`src/rtl/recovery_wdt_pkg.sv`:
```
package recovery_wdt_pkg;
  typedef enum logic [1:0] {
    SRC_PROG     = 2'b00,
    SRC_FALLBACK = 2'b01,
    SRC_JUMPER   = 2'b10
  } src_e;
endpackage

```
`src/rtl/wdt_cfg.sv`:
```
module wdt_cfg #(
  parameter int IVL_W = 8
) (
  input  logic             clk_i,
  input  logic             rst_ni,
  input  logic             en_i,
  input  logic             we_i,
  input  logic             unit_i,
  input  logic [IVL_W-1:0] ivl_i,
  output logic             unit_o,
  output logic [IVL_W-1:0] ivl_o
);
  always_ff @(posedge clk_i or negedge rst_ni) begin
    if (!rst_ni) begin
      unit_o <= 1'b0;
      ivl_o  <= '0;
    end else if (we_i && !en_i) begin
      unit_o <= unit_i;
      ivl_o  <= ivl_i;
    end
  end

  // config frozen while enabled
  p_cfg_frozen_r2: assert property (@(posedge clk_i) disable iff (!rst_ni)
    en_i |=> ($stable(ivl_o) && $stable(unit_o)));
endmodule

```
`src/rtl/wdt_timer.sv`:
```
module wdt_timer #(
  parameter int IVL_W            = 8,
  parameter int UNIT_SHORT_TICKS = 250,
  parameter int UNIT_LONG_TICKS  = 1000
) (
  input  logic             clk_i,
  input  logic             rst_ni,
  input  logic             tick_i,
  input  logic             en_i,
  input  logic             busy_i,
  input  logic             unit_i,
  input  logic [IVL_W-1:0] ivl_i,
  output logic             expire_o
);
  localparam int MAX_UNIT = (UNIT_LONG_TICKS > UNIT_SHORT_TICKS) ? UNIT_LONG_TICKS : UNIT_SHORT_TICKS;
  localparam int UCW = $clog2(MAX_UNIT + 1);
  localparam logic [UCW-1:0] SHORT_LAST = UCW'(UNIT_SHORT_TICKS - 1);
  localparam logic [UCW-1:0] LONG_LAST  = UCW'(UNIT_LONG_TICKS - 1);

  logic [UCW-1:0]   unit_cnt_q;
  logic [IVL_W-1:0] ivl_cnt_q;
  logic             unit_last, ivl_last, run;

  assign run       = en_i && !busy_i;
  assign unit_last = unit_cnt_q == (unit_i ? LONG_LAST : SHORT_LAST);
  assign ivl_last  = ivl_cnt_q == ivl_i;
  assign expire_o  = run && tick_i && unit_last && ivl_last;

  always_ff @(posedge clk_i or negedge rst_ni) begin
    if (!rst_ni) begin
      unit_cnt_q <= '0;
      ivl_cnt_q  <= '0;
    end else if (!run) begin
      unit_cnt_q <= '0;
      ivl_cnt_q  <= '0;
    end else if (tick_i) begin
      if (unit_last) begin
        unit_cnt_q <= '0;
        ivl_cnt_q  <= ivl_last ? '0 : ivl_cnt_q + 1'b1;
      end else begin
        unit_cnt_q <= unit_cnt_q + 1'b1;
      end
    end
  end

  // a disable always leaves the count at zero
  p_clear_on_disable_r4: assert property (@(posedge clk_i) disable iff (!rst_ni)
    !en_i |=> (unit_cnt_q == '0 && ivl_cnt_q == '0));
  // expiry only on a tick while enabled
  p_expire_on_tick_r9: assert property (@(posedge clk_i) disable iff (!rst_ni)
    expire_o |-> (tick_i && en_i && !busy_i));
endmodule

```
`src/rtl/wdt_pulse.sv`:
```
module wdt_pulse #(
  parameter int PULSE_TICKS = 500
) (
  input  logic clk_i,
  input  logic rst_ni,
  input  logic tick_i,
  input  logic start_i,
  output logic busy_o,
  output logic rst_no
);
  localparam int PCW = $clog2(PULSE_TICKS + 1);
  localparam logic [PCW-1:0] P_LAST = PCW'(PULSE_TICKS - 1);

  logic           active_q;
  logic [PCW-1:0] cnt_q;

  always_ff @(posedge clk_i or negedge rst_ni) begin
    if (!rst_ni) begin
      active_q <= 1'b0;
      cnt_q    <= '0;
    end else if (start_i) begin
      active_q <= 1'b1;
      cnt_q    <= '0;
    end else if (active_q && tick_i) begin
      if (cnt_q == P_LAST) active_q <= 1'b0;
      else                 cnt_q    <= cnt_q + 1'b1;
    end
  end

  assign busy_o = active_q;
  assign rst_no = !active_q;

  // pulse starts only from idle, and only a start makes it fall
  p_start_idle_r5: assert property (@(posedge clk_i) disable iff (!rst_ni)
    start_i |-> rst_no);
  p_fall_cause_r5: assert property (@(posedge clk_i) disable iff (!rst_ni)
    (rst_no && !start_i) |=> rst_no);
  p_hold_no_tick_r5: assert property (@(posedge clk_i) disable iff (!rst_ni)
    (!rst_no && !tick_i) |=> !rst_no);
endmodule

```
`src/rtl/wdt_src.sv`:
```
module wdt_src
  import recovery_wdt_pkg::*;
#(
  parameter int                CODE_W        = 5,
  parameter logic [CODE_W-1:0] FALLBACK_CODE = '0
) (
  input  logic              clk_i,
  input  logic              rst_ni,
  input  logic              expire_i,
  input  logic [CODE_W-1:0] prog_code_i,
  input  logic [CODE_W-1:0] jumper_code_i,
  output src_e              src_o,
  output logic [CODE_W-1:0] code_o
);
  src_e src_q;

  always_ff @(posedge clk_i or negedge rst_ni) begin
    if (!rst_ni) src_q <= SRC_PROG;
    else if (expire_i) begin
      case (src_q)
        SRC_PROG:     src_q <= SRC_FALLBACK;
        default:      src_q <= SRC_JUMPER;
      endcase
    end
  end

  always_comb begin
    case (src_q)
      SRC_FALLBACK: code_o = FALLBACK_CODE;
      SRC_JUMPER:   code_o = jumper_code_i;
      default:      code_o = prog_code_i;
    endcase
  end

  assign src_o = src_q;

  p_step_fallback_r6: assert property (@(posedge clk_i) disable iff (!rst_ni)
    (expire_i && src_q == SRC_PROG) |=> src_q == SRC_FALLBACK);
  p_step_jumper_r7: assert property (@(posedge clk_i) disable iff (!rst_ni)
    (expire_i && src_q != SRC_PROG) |=> src_q == SRC_JUMPER);
  p_sticky_r8: assert property (@(posedge clk_i) disable iff (!rst_ni)
    !expire_i |=> $stable(src_q));
endmodule

```
`src/rtl/recovery_wdt.sv`:
```
module recovery_wdt
  import recovery_wdt_pkg::*;
#(
  parameter int                CODE_W           = 5,
  parameter int                IVL_W            = 8,
  parameter int                UNIT_SHORT_TICKS = 250,
  parameter int                UNIT_LONG_TICKS  = 1000,
  parameter int                PULSE_TICKS      = 500,
  parameter logic [CODE_W-1:0] FALLBACK_CODE    = 5'h03
) (
  input  logic              clk_i,
  input  logic              rst_ni,
  input  logic              tick_i,
  input  logic              wdt_en_i,
  input  logic              cfg_we_i,
  input  logic              unit_sel_i,
  input  logic [IVL_W-1:0]  ivl_i,
  input  logic [CODE_W-1:0] prog_code_i,
  input  logic [CODE_W-1:0] jumper_code_i,
  output logic              wdt_rst_no,
  output logic [1:0]        src_o,
  output logic [CODE_W-1:0] freq_code_o
);
  logic             unit_q;
  logic [IVL_W-1:0] ivl_q;
  logic             expire, busy;
  src_e             src;

  wdt_cfg #(.IVL_W(IVL_W)) u_cfg (
    .clk_i, .rst_ni, .en_i(wdt_en_i), .we_i(cfg_we_i),
    .unit_i(unit_sel_i), .ivl_i, .unit_o(unit_q), .ivl_o(ivl_q)
  );

  wdt_timer #(
    .IVL_W(IVL_W), .UNIT_SHORT_TICKS(UNIT_SHORT_TICKS), .UNIT_LONG_TICKS(UNIT_LONG_TICKS)
  ) u_timer (
    .clk_i, .rst_ni, .tick_i, .en_i(wdt_en_i), .busy_i(busy),
    .unit_i(unit_q), .ivl_i(ivl_q), .expire_o(expire)
  );

  wdt_pulse #(.PULSE_TICKS(PULSE_TICKS)) u_pulse (
    .clk_i, .rst_ni, .tick_i, .start_i(expire), .busy_o(busy), .rst_no(wdt_rst_no)
  );

  wdt_src #(.CODE_W(CODE_W), .FALLBACK_CODE(FALLBACK_CODE)) u_src (
    .clk_i, .rst_ni, .expire_i(expire), .prog_code_i, .jumper_code_i,
    .src_o(src), .code_o(freq_code_o)
  );

  assign src_o = src;

  // select never takes the unused code
  p_src_legal_r7: assert property (@(posedge clk_i) disable iff (!rst_ni)
    src_o != 2'b11);
endmodule

```
`config.mk`:
```
export PLATFORM = sky130hd
export DESIGN_NAME = recovery_wdt
export DESIGN_NICKNAME = d
export VERILOG_FILES = /design/src/rtl/recovery_wdt_pkg.sv /design/src/rtl/wdt_cfg.sv /design/src/rtl/wdt_timer.sv /design/src/rtl/wdt_pulse.sv /design/src/rtl/wdt_src.sv /design/src/rtl/recovery_wdt.sv
export SDC_FILE = /design/constraint.sdc
export NUM_CORES = 1
export LEC_CHECK = 0
export ABC_AREA = 1
export BUFFER_PORTS_ARGS = -buffer_cell sky130_fd_sc_hd__buf_2
export CORE_UTILIZATION = 29
export DETAILED_ROUTE_END_ITERATION = 10
export PLACE_DENSITY = 0.56
export SYNTH_ARGS = -nofsm -noshare
export SYNTH_HDL_FRONTEND = slang
export SYNTH_HIERARCHICAL = 1
export SYNTH_SLANG_ARGS = --single-unit
```
`constraint.sdc`:
```
create_clock -name clk_i -period 2.46 [get_ports clk_i]
set_input_delay 0.492 -clock clk_i [delete_from_list [all_inputs] [get_ports clk_i]]
set_output_delay 0.492 -clock clk_i [all_outputs]
set_load 0.03 [all_outputs]
```
==> results_tabular.tex <==
\begin{tabular}{lr}
\hline
Metric & Value \\
\hline
\multicolumn{2}{l}{\textbf{Status}} \\
Status & finished, final reports clean \\
\multicolumn{2}{l}{\textbf{CTS}} \\
Clock-pin transition on the worst setup and hold timing paths & 90 ps \\
Number of sinks handled by clock tree synthesis & 39 \\
Post-CTS Setup Repair Bufs & 0 \\
Clock buffer count from CTS & 5 \\
Clock network latency to the later pin of the worst-skew pair & 300 ps \\
Max Buffers Root-to-Sink & 2 \\
H-Tree Level Count & 2 \\
Resized cells post-CTS & 0 \\
Root buf cell & sky130\_fd\_sc\_hd\_\_clkbuf\_8 \\
CTS tree & built \\
\# hold bufs at CTS & 0 \\
\multicolumn{2}{l}{\textbf{Timing}} \\
Fin crit period & 2075 ps \\
Pin slew with the least headroom to its limit & 885.4 ps \\
Final period utilization & 84.37\% \\
Setup\_tns & 0 ps \\
Final max-slew violation count & 0 \\
Normalized max-slew margin & 40.98\% \\
Highest Clock Rate & 0.4818 GHz \\
Setup repair after global routing missed its margin & no \\
Worst clock skew & 10.67 ps \\
Final hold violation count & 0 \\
Endpoints failing setup & 0 \\
\multicolumn{2}{l}{\textbf{Logic synthesis}} \\
Post-synthesis share of cell area spent on xor and xnor gates & 6.159\% \\
Commonest cells post-synth & sky130\_fd\_sc\_hd\_\_nand2\_1, sky130\_fd\_sc\_hd\_\_dfrtp\_1, sky130\_fd\_sc\_hd\_\_nand3\_1, sky130\_fd\_sc\_hd\_\_nor2\_1, sky130\_fd\_sc\_hd\_\_inv\_1 \\
Number of flops mapped to enable cells by yosys & 0 \\
Top flip-flop cell by instance count after synthesis & sky130\_fd\_sc\_hd\_\_dfrtp\_1 \\
Async set or reset register ratio after synthesis & 100.0\% \\
Post-synthesis cell area & 2417 sq um \\
Most area-hungry cell type in the Yosys netlist & sky130\_fd\_sc\_hd\_\_dfrtp\_1 \\
Area share of and/or/nand/nor cells after synthesis & 40.53\% \\
Largest cells by area after synthesis & sky130\_fd\_sc\_hd\_\_dfrtp\_1, sky130\_fd\_sc\_hd\_\_nand2\_1, sky130\_fd\_sc\_hd\_\_nand3\_1 \\
Synthesized net count & 358 \\
Portion of synthesized cell area occupied by the leading cell type & 40.37\% \\
Sequential fraction of the synthesis area & 40.37\% \\
Number of register bits inferred by synthesis & 39 \\
Yosys synthesis warning count & 6 \\
Cell with the most instances after synthesis & sky130\_fd\_sc\_hd\_\_nand2\_1 \\
Post-synthesis compound-gate area fraction & 3.313\% \\
Combinational family with the most area after synthesis & simple AND/OR/NAND/NOR gates \\
Post-synthesis adder-cell area fraction & 3.106\% \\
Count of mapped cells out of synthesis & 328 \\
Unique cell type count in the Yosys netlist & 29 \\
Synthesized area per cell & 7.370 sq um \\
Fraction of synthesized area in multiplexers & 0\% \\
\multicolumn{2}{l}{\textbf{Detailed routing}} \\
DRT Wirelength & 4.830 mm \\
Detailed router's first-iteration violation count & 120 \\
Total vias in the final route & 2,020 \\
Remaining routing DRC violations & 0 \\
Final antenna-violating net count & 0 \\
Number of optimization iterations in the first detailed-route pass & 4 \\
Routed length per placed instance & 10.32 um \\
Post-detailed-route via-to-cell ratio & 4.316 \\
\multicolumn{2}{l}{\textbf{Worst setup path}} \\
Worst r2r dst & u\_pulse/cnt\_q[5]\$\_DFFE\_PN0P\_ \\
Req. time, crit path & 1970 ps \\
Register-to-register path setup slack & 620 ps \\
Largest fanout on the critical path & 7 \\
Crit Reg-Reg Startpoint & u\_timer/ivl\_cnt\_q[4]\$\_DFFE\_PN0P\_ \\
Arr. time, crit path & 1580 ps \\
Critical path start-end classification & reg -> out \\
Element type at the critical path end & output port \\
Worst Reg2Reg Path Length in Cells & 12 \\
CP Launch Type & register \\
\multicolumn{2}{l}{\textbf{Die}} \\
I/O pin count & 32 \\
Standard-cell rows & 32 \\
Floorplan core area & 7888 sq um \\
Horizontal extent of the die & 93.30 um \\
Die Span Y & 93.30 um \\
Overall die area & 8705 sq um \\
Initial Util & 30.65\% \\
\multicolumn{2}{l}{\textbf{Power}} \\
Proportion of power drawn by combinational gates & 17.3\% \\
Switching fraction of total power & 28.74\% \\
Peak supply drop & 0.2830 mV \\
Clock network power share & 37.6\% \\
Flop pwr share & 45.1\% \\
Cell internal pwr & 1.215 mW \\
Power Dens Cells & 604.2 nW/um\^{}2 \\
Net switching power & 0.4899 mW \\
Lkg Pwr & 1.452 nW \\
\multicolumn{2}{l}{\textbf{Final layout}} \\
Fin nets & 395 \\
Diode insertion count for antenna repair & 0 \\
Final instance count without filler cells & 468 \\
Multi-input gate area & 1284 sq um \\
Total of fill cells in the finished design & 828 \\
Footprint of the flip-flops and latches & 975.9 sq um \\
Layout cell share with drive strength beyond 1 & 17.49\% \\
Syn-to-layout area delta & 16.72\% \\
\multicolumn{2}{l}{\textbf{Global route}} \\
Largest net degree at the start of global routing & 40 \\
Overall global routing resource usage & 12.78\% \\
Final global-route overflow total & 0 \\
Global-route wire length before repair & 8.880 mm \\
Antenna violations before repair & 0 \\
Number of global-route vias before repair & 1,926 \\
\multicolumn{2}{l}{\textbf{Placed design}} \\
IO Port Bufs & 31 \\
Placed cell count & 460 \\
Final HPWL from detailed placement & 3.637 mm \\
Final estimated routing congestion in global placement & 0.7709 \\
\multicolumn{2}{l}{\textbf{Run}} \\
Max-Cap Viols & 0 \\
\multicolumn{2}{l}{\textbf{Worst hold path}} \\
Hold Crit Class & in -> async \\
\hline
\end{tabular}
[metal layers]
layer	GRT usage (%)	wire, um	up-vias
met2	20.65	2198	17
met5	0	0	-
met4	3.846	49	0
met1	17.02	2476	901
li1	-	-	1098
met3	2.846	106	4
[cells by family after synthesis]
family | after synthesis
compound gates | 10
xor+xnor | 17
fa+ha+maj | 6
buf+inv | 38
flops | 39
simple gates | 218
[how the worst max path moves through the flow]
stage | from | to | cells after the start
6_report | u_src/src_o[0]$_DFFE_PN0P_ | freq_code_o[1] | 6
5_1_grt | u_src/src_o[0]$_DFFE_PN0P_ | freq_code_o[1] | 6
4_1_cts | u_src/src_o[0]$_DFFE_PN0P_ | freq_code_o[1] | 6
3_5_place_dp | wdt_en_i | u_pulse/cnt_q[5]$_DFFE_PN0P_ | 10
3_3_place_gp | wdt_en_i | u_pulse/cnt_q[5]$_DFFE_PN0P_ | 10
2_1_floorplan | u_src/src_o[0]$_DFFE_PN0P_ | freq_code_o[1] | 5
[power by group through the flow]
stage          clock network [mW]  registers, mW  logic (mW)
3_5_place_dp                    0          0.780       0.299
4_1_cts                     0.665          0.769       0.299
3_3_place_gp                    0          0.781       0.291
2_1_floorplan                   0          0.766       0.221
6_report                    0.641          0.769       0.294
5_1_grt                     0.697          0.782       0.345
[critical path, cell delays in order (launching register included)]
cell	delay [ps]
sky130_fd_sc_hd__dfrtp_1	380
sky130_fd_sc_hd__inv_1	80
sky130_fd_sc_hd__ha_1	400
sky130_fd_sc_hd__inv_2	120
sky130_fd_sc_hd__nand2_1	50
sky130_fd_sc_hd__nand3_1	70
sky130_fd_sc_hd__buf_2	190
[layout by cell type (no fill, tap or decap), types with 2 or more instances in the layout]
master	n
sky130_fd_sc_hd__nand3b_1	2
sky130_fd_sc_hd__nand2_2	5
sky130_fd_sc_hd__nor2_2	3
sky130_fd_sc_hd__o21ai_2	2
sky130_fd_sc_hd__ha_1	6
sky130_fd_sc_hd__clkbuf_8	5
sky130_fd_sc_hd__nand2_1	130
sky130_fd_sc_hd__o21bai_1	2
sky130_fd_sc_hd__nand3_1	33
sky130_fd_sc_hd__nand4_1	3
sky130_fd_sc_hd__xnor2_1	7
sky130_fd_sc_hd__nor2_1	33
sky130_fd_sc_hd__inv_2	4
sky130_fd_sc_hd__buf_2	31
sky130_fd_sc_hd__nand3_4	2
sky130_fd_sc_hd__o21ai_0	2
sky130_fd_sc_hd__xor2_1	10
sky130_fd_sc_hd__bufinv_16	2
sky130_fd_sc_hd__dfrtp_1	39
sky130_fd_sc_hd__inv_1	32
[flip-flops by register name, indices dropped and copies added, names as in the netlist]
register	flops
u_timer/unit_cnt_q	10
u_pulse/cnt_q	9
u_cfg/ivl_o	8
u_timer/ivl_cnt_q	8
u_src/src_o	2
u_cfg/unit_o	1
u_pulse/busy_o	1
[area by class of cell]
type | instances | area share [%]
multi-input cells | 251 | 45.50
flip-flops and latches | 39 | 34.59
repair buffers | 32 | 5.765
inverters | 36 | 4.789
well taps | 102 | 4.523
clock buffers | 5 | 2.439
clock inverters | 3 | 2.395
[metrics by stage]
| stage | area, sq um | util (%) | setup WS [ps] | hold slack (ps) | power, mW |
|---|---|---|---|---|---|
| 5_1_grt | 2821 | 35.77 | 219.2 | 388.7 | 1.824 |
| 4_1_cts | 2821 | 35.77 | 363.8 | 345.0 | 1.733 |
| 2_1_floorplan | 2417 | - | 560.6 | 196.4 | 0.9874 |
| 6_report | 2821 | 35.77 | 384.5 | 318.6 | 1.705 |
| 3_5_place_dp | 2685 | 34.04 | 564.5 | 488.1 | 1.079 |
| 3_3_place_gp | 2685 | 34.04 | 599.9 | 485.5 | 1.072 |
No activity file was read; power rests on OpenSTA's default activity.
